`config.mk`:
```
export PLATFORM = sky130hd
export DESIGN_NAME = cds_pixel
export DESIGN_NICKNAME = d
export VERILOG_FILES = /design/src/rtl/cds_pkg.sv /design/src/rtl/cds_phase_ctr.sv /design/src/rtl/cds_pair_acc.sv /design/src/rtl/cds_sub_out.sv /design/src/rtl/cds_pixel.sv
export SDC_FILE = /design/constraint.sdc
export NUM_CORES = 1
export LEC_CHECK = 0
export BUFFER_PORTS_ARGS = -buffer_cell sky130_fd_sc_hd__buf_2
export CAP_MARGIN = 0
export CORE_ASPECT_RATIO = 0.8
export CORE_MARGIN = 1
export CORE_UTILIZATION = 40
export DETAILED_ROUTE_END_ITERATION = 8
export HOLD_SLACK_MARGIN = 0.03
export MAX_ROUTING_LAYER = met4
export PLACE_DENSITY = 0.56
export SLEW_MARGIN = 20
export SYNTH_ARGS = -nofsm -noshare
export SYNTH_HDL_FRONTEND = slang
export SYNTH_SLANG_ARGS = --single-unit
```
`constraint.sdc`:
```
create_clock -name clk -period 4.33 [get_ports clk]
set_input_delay 0.433 -clock clk [delete_from_list [all_inputs] [get_ports clk]]
set_output_delay 0.433 -clock clk [all_outputs]
set_load 0.02 [all_outputs]
```
`src/rtl/cds_pkg.sv`:
```
package cds_pkg;

  // Samples in one pixel group and the width of the phase index.
  localparam int unsigned GROUP_LEN = 5;
  localparam int unsigned PHASE_W   = $clog2(GROUP_LEN);
  // Two averaged pairs: one at the head and one at the tail of the group.
  localparam int unsigned NUM_PAIRS = 2;
  localparam int unsigned PAIR_STEP = GROUP_LEN - 2;

  typedef logic [PHASE_W-1:0] phase_t;

  typedef enum logic {
    ORDER_RESET_FIRST = 1'b0,
    ORDER_VIDEO_FIRST = 1'b1
  } order_e;

  // Phase index of the first sample of pair k.
  function automatic phase_t pair_base(int unsigned k);
    return phase_t'(k * PAIR_STEP);
  endfunction

endpackage

```
`src/rtl/cds_phase_ctr.sv`:
```
module cds_phase_ctr
  import cds_pkg::*;
(
  input  logic   clk,
  input  logic   rst,
  input  logic   accept,
  input  logic   marker,
  output phase_t phase_eff,
  output logic   last_phase,
  output logic   err_sticky
);

  phase_t phase_q;
  logic   mid_group;

  assign mid_group  = (phase_q != '0);
  // A marker forces the current word to be the first of a group.
  assign phase_eff  = marker ? '0 : phase_q;
  assign last_phase = (phase_eff == phase_t'(GROUP_LEN - 1));

  always_ff @(posedge clk) begin
    if (rst) begin
      phase_q    <= '0;
      err_sticky <= 1'b0;
    end else if (accept) begin
      phase_q <= last_phase ? '0 : phase_t'(phase_eff + 1'b1);
      if (marker && mid_group) begin
        err_sticky <= 1'b1;
      end
    end
  end

  // the phase index never leaves the group
  assert_phase_range_R1: assert property (@(posedge clk) disable iff (rst)
    phase_q < phase_t'(GROUP_LEN));

  // without an accepted word the phase does not move
  assert_phase_hold_R6: assert property (@(posedge clk) disable iff (rst)
    !accept |=> $stable(phase_q));

  // the drop flag is sticky
  assert_err_sticky_R8: assert property (@(posedge clk) disable iff (rst)
    err_sticky |=> err_sticky);

endmodule

```
`src/rtl/cds_pair_acc.sv`:
```
module cds_pair_acc #(
  parameter int unsigned DATA_W = 16,
  localparam int unsigned SUM_W = DATA_W + 1
) (
  input  logic              clk,
  input  logic              rst,
  input  logic              load,
  input  logic              add,
  input  logic [DATA_W-1:0] data,
  output logic [SUM_W-1:0]  sum_next
);

  logic [SUM_W-1:0] sum_q;

  // Pair sum kept at full width, so no bit is lost before the subtraction.
  always_comb begin
    if (load) begin
      sum_next = SUM_W'(data);
    end else if (add) begin
      sum_next = sum_q + SUM_W'(data);
    end else begin
      sum_next = sum_q;
    end
  end

  always_ff @(posedge clk) begin
    if (rst) begin
      sum_q <= '0;
    end else begin
      sum_q <= sum_next;
    end
  end

endmodule

```
`src/rtl/cds_sub_out.sv`:
```
module cds_sub_out
  import cds_pkg::*;
#(
  parameter int unsigned DATA_W = 16,
  localparam int unsigned SUM_W  = DATA_W + 1,
  localparam int unsigned DIFF_W = DATA_W + 2,
  localparam int unsigned PIX_W  = DATA_W + 1
) (
  input  logic             clk,
  input  logic             rst,
  input  logic             load,
  input  order_e           order,
  input  logic [SUM_W-1:0] head_sum,
  input  logic [SUM_W-1:0] tail_sum,
  input  logic             out_ready,
  output logic             out_valid,
  output logic [PIX_W-1:0] out_pixel
);

  logic [SUM_W-1:0]  ref_sum;
  logic [SUM_W-1:0]  sig_sum;
  logic [DIFF_W-1:0] diff;

  assign ref_sum = (order == ORDER_VIDEO_FIRST) ? tail_sum : head_sum;
  assign sig_sum = (order == ORDER_VIDEO_FIRST) ? head_sum : tail_sum;
  // Two's complement difference; dropping bit 0 is a floor halving.
  assign diff    = {1'b0, sig_sum} - {1'b0, ref_sum};

  always_ff @(posedge clk) begin
    if (rst) begin
      out_valid <= 1'b0;
      out_pixel <= '0;
    end else if (load) begin
      out_valid <= 1'b1;
      out_pixel <= diff[DIFF_W-1:1];
    end else if (out_ready) begin
      out_valid <= 1'b0;
    end
  end

  // a stalled pixel is held unchanged
  assert_stall_hold_R7: assert property (@(posedge clk) disable iff (rst)
    (out_valid && !out_ready) |=> (out_valid && $stable(out_pixel)));

endmodule

```
`src/rtl/cds_pixel.sv`:
```
module cds_pixel
  import cds_pkg::*;
#(
  parameter int unsigned DATA_W = 16,
  localparam int unsigned SUM_W = DATA_W + 1,
  localparam int unsigned PIX_W = DATA_W + 1
) (
  input  logic              clk,
  input  logic              rst,
  input  logic              group_order,
  input  logic              in_valid,
  output logic              in_ready,
  input  logic [DATA_W-1:0] in_data,
  input  logic              in_marker,
  output logic              out_valid,
  input  logic              out_ready,
  output logic [PIX_W-1:0]  out_pixel,
  output logic              err_sticky
);

  logic             accept;
  phase_t           phase_eff;
  logic             last_phase;
  logic [SUM_W-1:0] pair_sum [NUM_PAIRS];

  // Input stalls only while a finished pixel is waiting.
  assign in_ready = !(out_valid && !out_ready);
  assign accept   = in_valid && in_ready;

  cds_phase_ctr u_phase (
    .clk        (clk),
    .rst        (rst),
    .accept     (accept),
    .marker     (in_marker),
    .phase_eff  (phase_eff),
    .last_phase (last_phase),
    .err_sticky (err_sticky)
  );

  for (genvar k = 0; k < NUM_PAIRS; k++) begin : g_pair
    logic pair_load;
    logic pair_add;
    assign pair_load = accept && (phase_eff == pair_base(k));
    assign pair_add  = accept && (phase_eff == phase_t'(pair_base(k) + 1'b1));

    cds_pair_acc #(.DATA_W(DATA_W)) u_acc (
      .clk      (clk),
      .rst      (rst),
      .load     (pair_load),
      .add      (pair_add),
      .data     (in_data),
      .sum_next (pair_sum[k])
    );
  end

  cds_sub_out #(.DATA_W(DATA_W)) u_out (
    .clk       (clk),
    .rst       (rst),
    .load      (accept && last_phase),
    .order     (order_e'(group_order)),
    .head_sum  (pair_sum[0]),
    .tail_sum  (pair_sum[NUM_PAIRS-1]),
    .out_ready (out_ready),
    .out_valid (out_valid),
    .out_pixel (out_pixel)
  );

  // a pixel appears only right after the fifth sample was taken
  assert_rise_after_last_R5: assert property (@(posedge clk) disable iff (rst)
    $rose(out_valid) |-> $past(accept && last_phase));

  // with the sink ready the strobe lasts one cycle
  assert_single_strobe_R5: assert property (@(posedge clk) disable iff (rst)
    (out_valid && out_ready) |=> !out_valid);

endmodule

```
==> impl_metrics.yaml, run 1 <==
power_and_ir_drop:
  intPower_uw: 1110
  max-vdd-ir-drop_mv: 0.155
  switching_share: 0.359
  powerDensity_nw_per_um2: 284
  p_switching_uw: 622
  combPwrFrac: 0.443
  pwr-share-clk: 0.238
  p_seq_frac: 0.319
  p_leak_uw: 0.00272
cts:
  insertion_delay_ns: 0.30
  clockBufferDepth: 2
  cts_tree: "done"
  clock-root-buffer: "clkbuf_16"
  htreeDepth: 2
  worst_setup_hold_path_clk_slew_ns: 0.08
  numCtsBuffers: 5
  clock_sinks: 56
routing:
  wl_um: 14100
  final_antenna_net_count: 0
  vias: 4936
  wl_per_cell_um: 15.8
  first_pass_iters: 4
  drc_errors: 0
  drt-vias-per-instance: 5.55
  drt_iter0_drc: 193
yosys:
  synth_edf_count: 0
  synth_ff_type: "dfxtp_1"
  synth_seq_cells: 56
  netlist_top_cells_area: "dfxtp_1 22%, ha_1 13%, nor2_1 6.3%, a21oi_1 5.9%, xnor2_1 4.2%"
  yosys.area.top_type: "dfxtp_1"
  synthCells: 643
  syn_area_um2: 4990
  syn_area_per_cell_um2: 7.76
  ys.warnings.count: 0
  synthArstFlopShare: 0
  synth_cell_types: 71
  ys_seq_area_frac: 0.225
  synth_top_area_share: 0.225
  syn_nets: 720
timing:
  finalHoldViolations: 0
  rsz0062_at_grt: "yes"
  holdWs_ns: 0.448
  final.setup_skew_ns: 0.00996
  worstMarginPinSlew_ns: 0.659
  slew-limit-headroom: 0.561
  slew_viol_final: 0
  period_share: 0.967
  setup_viol: 0
  max_freq_ghz: 0.239
  fin_crit_ns: 4.19
global_routing:
  antenna_found_initial: 0
  grt_pass1_vias: 4667
  grtUsageMet2: 0.408
  grt_usage: 0.228
  use_met1: 0.279
  top_usage_layer: "met2"
  grt_max_degree: 55
  overflow: 0
  met3_usage: 0.0288
  grt_pass1_wl_um: 22700
die:
  num_rows: 36
  die_w_um: 127
  die_y_um: 102
  core-area_um2: 12200
  start_util: 0.410
  die_area_um2: 12900
  io_pins: 42
flow_run:
  drv_cap: 0
final_layout:
  final_cell_mix: "84 x nor2_1, 76 x buf_4, 54 x dfxtp_1"
  drive_gt1_frac: 0.244
  diodes: 0
  design.final.nets: 814
  nFillCells: 1233
  layout_commonest_cell: "nor2_1"
  postLayoutCoreUtil: 0.501
  area_delta_synth_final_pct: 22.2
placed_design:
  place_congestion: 0.875
  io_buffers: 41
  dp_hpwl_um: 10700
run_status:
  status: "completed"
critical_path:
  path_max_fanout: 3
  endpoint_kind: "register"
  critPathLaunchType: "register"
  arrival_ns: 4.38
  cp.required_ns: 4.53
  path_class: "reg -> reg"
min_path:
  hp-class: "reg -> reg"
==> worst max-delay path, cell delays in order, from the launching register on <==
cell	delay (ns)
dfxtp_2	0.34
ha_4	0.16
fa_2	0.34
a21o_1	0.19
a21oi_2	0.14
o21bai_1	0.09
a21oi_2	0.15
o21bai_1	0.09
a21oi_1	0.15
mux2i_1	0.20
buf_4	0.15
a21oi_1	0.06
a21o_1	0.19
ha_4	0.22
a21o_1	0.16
a21o_1	0.16
a21o_1	0.20
a21oi_2	0.17
nor2b_2	0.07
o31a_1	0.31
o31ai_2	0.22
o21ai_1	0.10
a32o_1	0.22
==> layer usage <==
| metal | wire length (um) | vias up |
|---|---|---|
| li1 | - | 2515 |
| met1 | 6720 | 2341 |
| met2 | 6830 | 70 |
| met3 | 388 | 10 |
| met4 | 113 | 0 |
| met5 | 0 | - |
==> flip-flops by register name, indices dropped and copies added (netlist names) <==
signal,count
u_phase.phase_q,3
g_pair.u_acc.sum_q,34
u_phase.err_sticky,1
u_out.out_valid,1
u_out.out_pixel,17
==> kinds of logic (layout without fill, tap and decap cells) <==
family | count (synthesis) | in the layout | share of synthesized area
AOI/OAI and AO/OA | 202 | 202 | 0.270
xor gates and xnor gates | 31 | 31 | 0.0544
adders and majority gates | 55 | 55 | 0.142
buffers and inverters | 52 | 146 | 0.0414
DFF | 56 | 56 | 0.225
muxes | 26 | 26 | 0.0549
and+or+nand+nor | 221 | 221 | 0.213
==> final timing paths <==
path              cells after the start  slack, ns                                 from                          endpoint
hold / removal                        2       0.45      u_out.out_pixel[3]$_SDFFE_PP0N_   u_out.out_pixel[3]$_SDFFE_PP0N_
hold reg to reg                       2       0.45      u_out.out_pixel[3]$_SDFFE_PP0N_   u_out.out_pixel[3]$_SDFFE_PP0N_
setup / recovery                     22       0.14  g_pair[0].u_acc.sum_q[0]$_SDFF_PP0_  u_out.out_pixel[14]$_SDFFE_PP0N_
setup reg to reg                     22       0.14  g_pair[0].u_acc.sum_q[0]$_SDFF_PP0_  u_out.out_pixel[14]$_SDFFE_PP0N_
==> Yosys cell counts (6+ instances only) <==
library cell,instances
nor2_1,84
a21oi_1,59
dfxtp_1,56
nand2_1,49
a21o_1,17
o21ai_0,39
xnor2_1,24
mux2i_1,15
nor3_1,17
a211oi_1,9
clkbuf_1,24
xor2_1,7
or3_1,9
nand3_1,13
o211ai_1,12
mux2_2,11
o21a_1,8
o21ai_1,6
nor2b_1,15
ha_1,52
inv_1,21
==> what timing repair did <==
action,4_1_cts,5_1_grt
buffers inserted,3,2
pin swaps,11,20
endpoints found under the setup margin,1,6
hold endpoints to repair,0,0
resized for setup,13,18
hold buffers,0,0
==> power groups by stage <==
stage	sequential, uW	clock (uW)	combinational (uW)
global placement	563	0	715
detailed placement	564	0	729
finish	552	412	767
global route	556	446	852
CTS	552	428	745
floorplan	568	0	487
==> layout make-up <==
type	instances	area, um2	share of cell area
Clock inverter	1	5.00	0.000821
Inverter	22	82.6	0.0135
Tap cell	152	190	0.0312
Timing Repair Buffer	117	776	0.127
Multi-Input combinational cell	535	3790	0.622
Clock buffer	6	129	0.0211
Sequential cell	56	1120	0.184
==> through the flow <==
stage	cells	worst slack [ns]	setup TNS [ns]	area, um2	total power (uW)
after floorplan	643	0.0128	0	5010	1050
after global placement	877	-0.278	-0.857	5820	1280
after detailed placement	877	-0.370	-1.15	5820	1290
after CTS	887	0.00685	0	6020	1720
after global routing	889	-0.0855	-0.142	6100	1850
final	889	0.144	0	6100	1730
Note: power is estimated with default switching activity, not from simulation.
==> run 2, diff against run 1 <==
CORE_UTILIZATION = 45   (was 40)
PLACE_DENSITY = 0.62   (was 0.56)
==> impl_metrics.yaml, run 2 (synthesis gave the netlist of run 1 again) <==
run_status:
  status: "complete, but fails checks"
  violations: "negative setup slack"
global_routing:
  grt_pass1_vias: 4834
  grt_pass1_wl_um: 22600
  grt_max_degree: 55
  overflow: 0
  antenna_found_initial: 0
  grt_usage: 0.253
die:
  die_y_um: 96.2
  die_area_um2: 11500
  core-area_um2: 10500
  io_pins: 42
  start_util: 0.474
  die_w_um: 120
  num_rows: 33
critical_path:
  cpPeakStageDelay_ns: 0.35
  cp_top_family: "compound AO/OA/AOI/OAI gates"
  slowest_stage: "fa_2"
  reg2regPathDepth: 22
  r2r_start: "g_pair[0].u_acc.sum_q[0]$_SDFF_PP0_"
  ff2ff_setup_slack_ns: -0.01
  arrival_ns: 4.54
  path_class: "reg -> reg"
  endpoint_kind: "register"
  cp_common_cell: "a21o_1"
  worstPathCellList: "ha_4, fa_2, a21o_1, a21oi_2, o21bai_1, a21oi_2, o21bai_1, a21oi_2, mux2i_2, a21oi_1, a21o_1, ha_4, a21o_1, a21o_1, a21o_1, a21oi_2, nor2b_1, buf_4, nor2_4, o21ai_2, or3_1, a32o_1"
  cp.required_ns: 4.53
  cp.buffers_inverters: 1
  crit_start: "g_pair[0].u_acc.sum_q[0]$_SDFF_PP0_"
  critPathLaunchType: "register"
  worst_r2r_endpoint: "u_out.out_pixel[14]$_SDFFE_PP0N_"
  path_max_fanout: 3
timing:
  slew-limit-headroom: 0.568
  final.setup_skew_ns: 0.00574
  slew_viol_final: 0
  rsz0062_at_grt: "yes"
  setup_viol: 1
  fin_crit_ns: 4.34
  finalHoldViolations: 0
  finalWorstSetupSlack_ns: -0.0143
  worstMarginPinSlew_ns: 0.647
  max_freq_ghz: 0.230
  period_share: 1.00
routing:
  vias: 4985
  drt-vias-per-instance: 5.74
  drc_errors: 0
  wl_per_cell_um: 15.6
  wl_um: 13600
  first_pass_iters: 5
  drt_iter0_drc: 274
  final_antenna_net_count: 0
cts:
  clock_sinks: 56
  worst_setup_hold_path_clk_slew_ns: 0.07
  hold_buffers: 0
  numCtsBuffers: 5
  htreeDepth: 2
  clock-root-buffer: "clkbuf_16"
  cts_tree: "done"
  clockBufferDepth: 2
  insertion_delay_ns: 0.30
placed_design:
  dp_hpwl_um: 10200
  dpl_worst_slack_ns: -0.485
  io_buffers: 41
  post-place-cells: 857
  place_congestion: 0.931
  dpl_cell_area_um2: 5760
final_layout:
  largest_reg_flops: 34
  design_area_um2: 6060
  top_register: "g_pair.u_acc.sum_q"
  layout_commonest_cell: "nor2_1"
  drive_gt1_frac: 0.244
  fin_cells: 869
  diodes: 0
  design.final.nets: 808
  multiInputGateArea_um2: 3810
  area_delta_synth_final_pct: 21.5
  final_cell_mix: "83 x nor2_1, 69 x buf_4, 54 x dfxtp_1"
  regArea_um2: 1120
  nFillCells: 972
  reg_top3: "g_pair.u_acc.sum_q x34, u_out.out_pixel x17, u_phase.phase_q x3"
min_path:
  min_from: "u_out.out_pixel[11]$_SDFFE_PP0N_"
  hold_depth: 2
  holdPathEnd: "u_out.out_pixel[11]$_SDFFE_PP0N_"
  hp-class: "reg -> reg"
power_and_ir_drop:
  p_leak_uw: 0.00269
  max-vdd-ir-drop_mv: 0.137
  powerDensity_nw_per_um2: 285
  power_uw: 1730
flow_run:
  drv_cap: 0
-- run 2: changes by cell type in the layout (fill, tap and decap cells not counted), sizes merged --
cell	delta
clkbuf	-1
clkinv	-1
buf	-6
-- run 2: metal layers --
layer	global-route usage	wire, um	vias to the layer above
li1	-	-	2509
met1	0.306	6480	2355
met2	0.443	6410	98
met3	0.0290	379	23
met4	0.0823	291	0
met5	-	0	-
-- run 2: metrics by stage --
step                 TNS, ns   util  hold slack, ns
floorplan                  0      -           0.478
global placement      -0.789  0.547           0.436
detailed placement     -1.34  0.547           0.441
CTS                 -0.00542  0.566           0.450
global route          -0.340  0.576           0.478
finish               -0.0143  0.576           0.448
-- run 2: worst max path at each step --
stage / depth (start not counted) / slack, ns / to
5_1_grt: 22 / -0.18 / u_out.out_pixel[14]$_SDFFE_PP0N_
4_1_cts: 22 / -0.005 / u_out.out_pixel[14]$_SDFFE_PP0N_
3_5_place_dp: 22 / -0.49 / u_out.out_pixel[14]$_SDFFE_PP0N_
2_1_floorplan: 21 / 0.01 / u_out.out_pixel[14]$_SDFFE_PP0N_
3_3_place_gp: 22 / -0.30 / u_out.out_pixel[14]$_SDFFE_PP0N_
6_report: 22 / -0.01 / u_out.out_pixel[14]$_SDFFE_PP0N_
-- run 2: area by class of cell --
| class | count | share of cell area |
|---|---|---|
| repair buffers | 111 | 0.123 |
| inverters | 22 | 0.0136 |
| well taps | 140 | 0.0289 |
| clock buffers | 5 | 0.0206 |
| multi-input cells | 535 | 0.629 |
| flip-flops and latches | 56 | 0.185 |
-- run 2: worst reg2reg max path, cell delays in order, from the launching register on --
cell and delay [ns]:
dfxtp_2 0.34, ha_4 0.16, fa_2 0.35, a21o_1 0.20, a21oi_2 0.15, o21bai_1 0.09, a21oi_2 0.14, o21bai_1 0.09
a21oi_2 0.18, mux2i_2 0.33, a21oi_1 0.12, a21o_1 0.20, ha_4 0.22, a21o_1 0.19, a21o_1 0.16, a21o_1 0.20
a21oi_2 0.18, nor2b_1 0.08, buf_4 0.15, nor2_4 0.07, o21ai_2 0.07, or3_1 0.34, a32o_1 0.25
-- run 2: where the power goes --
group | leakage [uW] | internal, uW | total [uW] | switching [uW]
Sequential | 0.000457 | 539 | 553 | 13.8
Combinational | 0.00218 | 363 | 776 | 413
Clock | 0.0000616 | 206 | 398 | 192
-- run 2: what timing repair did --
item | 4_1_cts | 5_1_grt
setup endpoints to repair | 3 | 6
hold endpoints to repair | 0 | 0
setup buffers | 4 | 3
resized for setup | 13 | 26
pin swaps | 16 | 20
==> run 3, diff against run 2 <==
CORE_MARGIN = 4   (was 1)
==> impl_metrics.yaml, run 3 (synthesis gave the netlist of run 1 again) <==
final_layout:
  diodes: 0
  reg_top3: "g_pair.u_acc.sum_q x34, u_out.out_pixel x17, u_phase.phase_q x3"
  drive_gt1_frac: 0.235
  postLayoutCoreUtil: 0.558
  area_delta_synth_final_pct: 21.3
  top_register: "g_pair.u_acc.sum_q"
  layout_commonest_cell: "nor2_1"
  largest_reg_flops: 34
  nFillCells: 1022
  final_cell_mix: "84 x nor2_1, 71 x buf_4, 55 x dfxtp_1"
  design.final.nets: 809
routing:
  drt_iter0_drc: 314
  first_pass_iters: 5
  final_antenna_net_count: 0
  wl_per_cell_um: 15.8
  wl_um: 13800
  drt-vias-per-instance: 5.69
  vias: 4990
  drc_errors: 0
critical_path:
  worst_r2r_endpoint: "u_out.out_pixel[14]$_SDFFE_PP0N_"
  endpoint_kind: "register"
  path_class: "reg -> reg"
  cp.required_ns: 4.53
  cp.buffers_inverters: 0
  cp_num_cells: 21
  worstPathCellList: "ha_4, fa_2, a21o_1, a21oi_2, o21bai_1, a21oi_2, o21bai_1, a21oi_2, mux2i_2, a21oi_1, a21o_1, ha_4, a21o_1, a21o_1, a21o_1, a21oi_2, nor2b_2, o31a_1, o31ai_2, o21ai_1, a32o_1"
  slowest_stage: "fa_2"
  r2r_start: "g_pair[0].u_acc.sum_q[0]$_SDFF_PP0_"
  endpoint: "u_out.out_pixel[14]$_SDFFE_PP0N_"
  ff2ff_setup_slack_ns: 0.05
  cp_common_cell: "a21o_1"
  path_max_fanout: 3
  critPathLaunchType: "register"
  crit_start: "g_pair[0].u_acc.sum_q[0]$_SDFF_PP0_"
  reg2regPathDepth: 21
  arrival_ns: 4.48
  cpPeakStageDelay_ns: 0.35
  cp_top_family: "compound AO/OA/AOI/OAI gates"
power_and_ir_drop:
  pwr-share-clk: 0.246
  p_seq_frac: 0.315
  intPower_uw: 1130
  combPwrFrac: 0.439
  max-vdd-ir-drop_mv: 0.175
  powerDensity_nw_per_um2: 290
  p_switching_uw: 625
  p_leak_uw: 0.00269
  switching_share: 0.356
run_status:
  status: "completed"
timing:
  rsz0062_at_grt: "yes"
  setup_viol: 0
  max_freq_ghz: 0.234
  finalHoldViolations: 0
  worstMarginPinSlew_ns: 0.679
  finalWorstSetupSlack_ns: 0.0508
  final.setup_skew_ns: 0.00782
  slew-limit-headroom: 0.548
  slew_viol_final: 0
  fin_crit_ns: 4.28
  period_share: 0.988
cts:
  hold_buffers: 0
  cts_tree: "done"
  worst_setup_hold_path_clk_slew_ns: 0.07
  clockBufferDepth: 2
  htreeDepth: 2
  insertion_delay_ns: 0.30
  numCtsBuffers: 5
  clock_sinks: 56
  clock-root-buffer: "clkbuf_16"
die:
  die_y_um: 102
  io_pins: 42
  core-area_um2: 10800
  start_util: 0.460
  num_rows: 34
  die_w_um: 126
  die_area_um2: 12800
min_path:
  hold_depth: 2
  hp-class: "reg -> reg"
global_routing:
  grt_max_degree: 55
  grt_usage: 0.218
  grt_pass1_vias: 4765
  overflow: 0
  grt_pass1_wl_um: 22400
  antenna_found_initial: 0
flow_run:
  drv_cap: 0
placed_design:
  place_congestion: 0.942
  dp_hpwl_um: 10400
  dpl_worst_slack_ns: -0.363
  io_buffers: 41
-- run 3: timing repair --
action | in CTS | in global routing
endpoints found under the setup margin | 3 | 8
buffers inserted | 6 | 2
pin swaps | 6 | 21
hold endpoints to repair | 0 | 0
gates resized for setup | 6 | 24
-- run 3: final cells by class --
cell class              count  area (um2)  area share
clock buffers               8         146      0.0242
inverters                  22        82.6      0.0136
multi-input cells         535        3780       0.625
flip-flops and latches     56        1120       0.185
well taps                 144         180      0.0298
repair buffers            112         738       0.122
-- run 3: power by group through the flow --
stage | Combinational, uW | Clock (uW) | Sequential (uW)
2_1_floorplan | 487 | 0 | 568
3_5_place_dp | 722 | 0 | 564
4_1_cts | 750 | 444 | 551
6_report | 770 | 433 | 552
3_3_place_gp | 708 | 0 | 563
5_1_grt | 854 | 463 | 555
-- run 3: worst register-to-register path: stages (launching register included) --
cell and delay, ns:
dfxtp_2 0.34, ha_4 0.16, fa_2 0.35, a21o_1 0.18, a21oi_2 0.16, o21bai_1 0.11
a21oi_2 0.16, o21bai_1 0.10, a21oi_2 0.16, mux2i_2 0.29, a21oi_1 0.11, a21o_1 0.20
ha_4 0.24, a21o_1 0.17, a21o_1 0.15, a21o_1 0.18, a21oi_2 0.18, nor2b_2 0.06
o31a_1 0.30, o31ai_2 0.22, o21ai_1 0.10, a32o_1 0.26
-- run 3: stage by stage --
step | TNS (ns) | area, um2 | hold slack, ns | total power, uW | instances
after floorplan | 0 | 5010 | 0.478 | 1050 | 643
after global placement | -0.809 | 5760 | 0.436 | 1270 | 862
after detailed placement | -1.06 | 5760 | 0.441 | 1290 | 862
after CTS | 0 | 5970 | 0.451 | 1750 | 876
after global routing | -0.226 | 6050 | 0.466 | 1870 | 877
final | 0 | 6050 | 0.448 | 1750 | 877
-- run 3: layer usage --
metal | vias to the layer above | global-route usage | part of all wire | routed length (um)
met4 | 0 | 0.0750 | 0.023 | 318
met5 | - | - | 0 | 0
met3 | 20 | 0.0298 | 0.037 | 509
met2 | 119 | 0.379 | 0.47 | 6520
met1 | 2337 | 0.264 | 0.47 | 6490
li1 | 2514 | - | - | -
-- run 3: worst min-delay path by stage --
| stage | slack, ns | startpoint | endpoint |
|---|---|---|---|
| floorplan | 0.48 | u_phase.phase_q[1]$_SDFFE_PP0P_ | u_phase.phase_q[1]$_SDFFE_PP0P_ |
| global placement | 0.44 | u_out.out_pixel[11]$_SDFFE_PP0N_ | u_out.out_pixel[11]$_SDFFE_PP0N_ |
| detailed placement | 0.44 | u_out.out_pixel[11]$_SDFFE_PP0N_ | u_out.out_pixel[11]$_SDFFE_PP0N_ |
| CTS | 0.45 | u_out.out_pixel[4]$_SDFFE_PP0N_ | u_out.out_pixel[4]$_SDFFE_PP0N_ |
| global route | 0.47 | u_out.out_pixel[4]$_SDFFE_PP0N_ | u_out.out_pixel[4]$_SDFFE_PP0N_ |
| finish | 0.45 | u_out.out_pixel[4]$_SDFFE_PP0N_ | u_out.out_pixel[4]$_SDFFE_PP0N_ |
